===== config.mk =====
export PLATFORM = sky130hd
export DESIGN_NAME = lru_matrix_tracker
export DESIGN_NICKNAME = d
export VERILOG_FILES = /design/src/rtl/lru_pkg.sv /design/src/rtl/lru_bit_matrix.sv /design/src/rtl/lru_min_tree.sv /design/src/rtl/lru_matrix_tracker.sv
export SDC_FILE = /design/constraint.sdc
export NUM_CORES = 1
export LEC_CHECK = 0
export BUFFER_PORTS_ARGS = -buffer_cell sky130_fd_sc_hd__buf_2
export CELL_PAD_IN_SITES_DETAIL_PLACEMENT = 0
export CELL_PAD_IN_SITES_GLOBAL_PLACEMENT = 1
export CORE_MARGIN = 1
export CORE_UTILIZATION = 46
export DETAILED_ROUTE_END_ITERATION = 16
export PLACE_DENSITY = 0.84
export SLEW_MARGIN = 10
export SYNTH_ARGS = -nofsm -noshare
export SYNTH_HDL_FRONTEND = slang
export SYNTH_SLANG_ARGS = --single-unit
export TNS_END_PERCENT = 5

===== constraint.sdc =====
create_clock -name clk -period 5.7 [get_ports clk]
set_input_delay 0.57 -clock clk [delete_from_list [all_inputs] [get_ports clk]]
set_output_delay 0.57 -clock clk [all_outputs]
set_load 0.02 [all_outputs]

===== src/rtl/lru_pkg.sv =====
package lru_pkg;

    // Update applied to the matrix on a clock edge
    typedef enum logic [1:0] {
        UPD_HOLD  = 2'd0,
        UPD_WIPE  = 2'd1,
        UPD_TOUCH = 2'd2
    } upd_e;

    // Width of a frame index for n frames (at least one bit)
    function automatic int unsigned idx_bits(input int unsigned n);
        return (n < 2) ? 1 : $clog2(n);
    endfunction

    // True when a frame index names an existing frame
    function automatic logic frame_ok(input int unsigned idx, input int unsigned n);
        return idx < n;
    endfunction

    // Choose the update for this cycle; a wipe dominates a reference
    function automatic upd_e pick_update(input logic wipe, input logic touch_req,
                                         input logic in_range);
        upd_e op;
        op = UPD_HOLD;
        if (wipe)
            op = UPD_WIPE;
        else if (touch_req && in_range)
            op = UPD_TOUCH;
        return op;
    endfunction

endpackage


===== src/rtl/lru_bit_matrix.sv =====
module lru_bit_matrix
    import lru_pkg::*;
#(
    parameter int N    = 4,
    parameter int IDXW = 2
) (
    input  logic                      clk,
    input  logic                      rst,
    input  upd_e                      op,
    input  logic [IDXW-1:0]           frame,
    output logic [N-1:0][N-1:0]       rows
);

    // One register row per frame; row r bit c set means r is newer than c
    for (genvar r = 0; r < N; r++) begin : g_row
        localparam logic [IDXW-1:0] RIDX = IDXW'(r);
        logic [N-1:0] row_q;
        logic [N-1:0] row_d;

        always_comb begin
            row_d = row_q;
            unique case (op)
                UPD_WIPE: row_d = '0;
                UPD_TOUCH: begin
                    if (frame == RIDX)
                        row_d = '1;
                    // column clear applied after the row set, so it wins
                    row_d[frame] = 1'b0;
                end
                default: row_d = row_q;
            endcase
        end

        always_ff @(posedge clk) begin
            if (rst)
                row_q <= '0;
            else
                row_q <= row_d;
        end

        assign rows[r] = row_q;
    end

endmodule


===== src/rtl/lru_min_tree.sv =====
module lru_min_tree #(
    parameter int N    = 4,
    parameter int IDXW = 2
) (
    input  logic [N-1:0][N-1:0] rows,
    output logic [IDXW-1:0]     min_idx
);

    localparam int LEAVES = 1 << IDXW;

    // Level 0 holds the leaves; level IDXW is the root
    for (genvar l = 0; l <= IDXW; l++) begin : g_lvl
        localparam int NODES = LEAVES >> l;
        for (genvar n = 0; n < NODES; n++) begin : g_node
            logic [N-1:0]    v;
            logic [IDXW-1:0] ix;
            if (l == 0) begin : g_leaf
                if (n < N) begin : g_real
                    assign v = rows[n];
                end else begin : g_pad
                    // a real row always has a zero diagonal, so padding never wins
                    assign v = '1;
                end
                assign ix = IDXW'(n);
            end else begin : g_cmp
                logic take_hi;
                // strict compare: on a tie the lower-index child is kept
                assign take_hi = g_lvl[l-1].g_node[2*n+1].v < g_lvl[l-1].g_node[2*n].v;
                assign v  = take_hi ? g_lvl[l-1].g_node[2*n+1].v  : g_lvl[l-1].g_node[2*n].v;
                assign ix = take_hi ? g_lvl[l-1].g_node[2*n+1].ix : g_lvl[l-1].g_node[2*n].ix;
            end
        end
    end

    assign min_idx = g_lvl[IDXW].g_node[0].ix;

endmodule


===== src/rtl/lru_matrix_tracker.sv =====
module lru_matrix_tracker
    import lru_pkg::*;
#(
    parameter  int N_FRAMES = 4,
    localparam int IDXW     = lru_pkg::idx_bits(N_FRAMES)
) (
    input  logic            clk,
    input  logic            rst,
    input  logic            clr,
    input  logic            ref_vld,
    input  logic [IDXW-1:0] ref_frame,
    output logic [IDXW-1:0] victim_frame,
    output logic            victim_vld
);

    upd_e                             op;
    logic [N_FRAMES-1:0][N_FRAMES-1:0] mat_rows;

    assign op = pick_update(clr, ref_vld, frame_ok(int'(ref_frame), N_FRAMES));

    lru_bit_matrix #(
        .N    (N_FRAMES),
        .IDXW (IDXW)
    ) u_matrix (
        .clk   (clk),
        .rst   (rst),
        .op    (op),
        .frame (ref_frame),
        .rows  (mat_rows)
    );

    lru_min_tree #(
        .N    (N_FRAMES),
        .IDXW (IDXW)
    ) u_min (
        .rows    (mat_rows),
        .min_idx (victim_frame)
    );

    // any set bit means a reference has been recorded since the last wipe
    assign victim_vld = |mat_rows;

endmodule


==> results.ini <==
[sta]
fin_ws_ps=2020
tightest_slew_ps=367
period_share_pct=64.5
clock.fmax_mhz=272
maxSlewHeadroom_pct=75.3
timing.setup.tns_ps=0
slew_violations=0
setup_viol=0
hold_violations=0
fin_crit_ps=3680
hold_ws_ps=511
rsz0062_at_grt=no
fin_skew_ps=0

[setup_path]
r2r_cells=4
reg2reg_slack_ps=4920
endpoint_kind=primary output
timing.rr.start=u_matrix.g_row[0].row_q[3]$_SDFFE_PP0P_
cp_max_fo=4
r2r-end=u_matrix.g_row[0].row_q[3]$_SDFFE_PP0P_
worstSetupPathType=flop to primary output
critPathArrivalTime_ps=3110
slowest_stage=dfxtp_1
cp-startpoint=u_matrix.g_row[2].row_q[1]$_SDFFE_PP0P_
slowest_delay_ps=380
cp_cell_sequence=inv_1 -> ha_1 -> a21o_1 -> a21o_1 -> a21oi_2 -> mux2_2 -> ha_1 -> o21ai_0 -> nand2b_1 -> a21oi_1 -> a21o_1 -> a211o_1 -> buf_2
crit_top_cell=a21o_1
crit_family=compound AO/OA/AOI/OAI gates
cp-start-kind=flop
worstPathBufferInverterCount=2
required_ps=5130

[synthesis]
synth_xor_area_share_pct=0
ys_warn_count=0
avgSynthCellArea_um2=8.05
synthCells=122
synth-main-ff-cell=dfxtp_1
async_flop_share_pct=0
synth-edff-count=0
syn_area_um2=982
seq_area_frac_synth_pct=32.6
synth.area.top_cells=dfxtp_1 (33%), ha_1 (14%), a21oi_1 (9.2%), nand2_1 (5.4%), a21o_1 (3.8%)
synth.largest_area_cell=dfxtp_1
synth_top_family_by_area=compound AO/OA/AOI/OAI gates
yosys.area.top_type_share_pct=32.6
synth.mux.area_fraction_pct=4.33
ys_seq_elements=16
syn_nets=139
synth_compound_area_share_pct=23.9
synthSimpleGateAreaFrac_pct=21.3
synth_cell_types=29
synthAdderAreaFrac_pct=14.0

[layout]
area_delta_synth_final_pct=9.04
final_common_cell=a21oi_1
regMostFlops=u_matrix.g_row.row_q
reg_top3=u_matrix.g_row.row_q x16
drive_gt1_share_pct=12.2
antenna_cells=0
final_cell_area_mm2=0.00107
most-common-layout-cells=a21oi_1 (18), dfxtp_1 (16), nand2_1 (14)
largest_reg_flops=16
nNetsFinal=150

[clock_tree]
h-tree-depth=1
cts_root_buffer=clkbuf_4
cts_buffers=3
post_cts_buffers=0
clock_path_buffers=2
clk_pin_slew_ps=80
cts_sinks=16
postCtsHoldBufs=0
clk-insertion-delay-late_ps=280
postCtsResizedCells=0
cts_tree=done

[pwr]
powerDensity_mw_per_mm2=203
design_power_total_mw=0.217
power_leakage_nw=0.495
ir_worst_vdd_mv=0.124

[global_routing]
grt_use_met1_pct=29.5
use_met2_pct=31.2
grt_max_degree=11
antenna_found_initial=0
grt_pass1_vias=707
use_met3_pct=3.33
overflow=0
grtUsageTotal_pct=20.8
grt-busiest-layer=met2
grt_pass1_wl_um=3240

[floorplan]
initial_utilization_pct=49.6
dieArea_mm2=0.00232
dieHeight_um=48.2
io_pins=9
coreArea_mm2=0.00198
rows=16
die_w_um=48.2

[worst_hold_path]
hold_path_startpoint=u_matrix.g_row[0].row_q[0]$_SDFFE_PP0P_
timing.hold.worst_path_depth=1
hp-class=flop to flop
min_to=u_matrix.g_row[0].row_q[0]$_SDFFE_PP0P_

[job]
maxCapViolCount=0

[route]
wirelength_um=2160
viasPerCell=5.60
vias=885
first_pass_iters=4
drc=0
drt-wirelength-per-cell_um=13.7
first_iter_violations=18
ant_nets=0

[placed_design]
portBuffers=8
place_congestion=0.815
placed_area_mm2=0.00105
hpwl_um=1710
dpl_worst_slack_ps=2380

[run_status]
status=finished, final reports clean

==> cell type report <==
class,count,area [µm²]
clock buffer,3,22.5
fill,196,911
inverter,8,30.0
multi-input combinational,96,624
sequential,16,320
tap,27,33.8
timing repair buffer,8,40.0
==> power by group <==
group / internal [mW] / switching (mW)
clock: 0.0246 / 0.0334
combinational: 0.0176 / 0.0246
sequential: 0.114 / 0.00283
total: 0.156 / 0.0608
==> stage by stage <==
| step | utilization [%] | cells |
|---|---|---|
| floorplan | - | 122 |
| global placement | 52.9 | 155 |
| detailed placement | 52.9 | 155 |
| CTS | 54.0 | 158 |
| global route | 54.0 | 158 |
| finish | 54.0 | 158 |
==> routing by layer <==
layer / part of all wire [%] / vias to the layer above / wire [µm]
li1: - / 462 / -
met1: 52 / 403 / 1130
met2: 44 / 15 / 955
met3: 2.0 / 5 / 44
met4: 1.7 / 0 / 36
met5: 0 / - / 0
==> how the worst max path moves through the flow <==
stage,to,slack (ps),depth (start not counted)
4_1_cts,victim_frame[0],2060,13
6_report,victim_frame[0],2020,13
5_1_grt,victim_frame[0],1860,13
2_1_floorplan,victim_frame[0],2490,12
3_3_place_gp,victim_frame[0],2430,12
3_5_place_dp,victim_frame[0],2380,13
==> worst reg2reg max path: cells and delay by family (launching register included) <==
family          cells  cell delay (ps)
compound gates      2              170
buf+inv             1               80
flops               1              380
simple gates        1               90
==> synth_stat cells, drive strengths merged, types with 2 or more instances <==
cell     n
nand2b   5
dfxtp   16
a21oi   19
mux2     2
inv      8
o21ai    7
a211oi   3
a21o     5
mux2i    2
nand2   14
ha      11
and3     2
clkbuf   2
nor4     5
nor2    10
==> cells by family (layout without fill, tap and decap cells) <==
| family | count (synthesis) | after routing |
|---|---|---|
| buf+inv | 10 | 19 |
| compound gates | 38 | 38 |
| fa+ha+maj | 11 | 11 |
| simple gates | 43 | 43 |
| mux | 4 | 4 |
| flops | 16 | 16 |
Power figures use the tool's default switching activity.
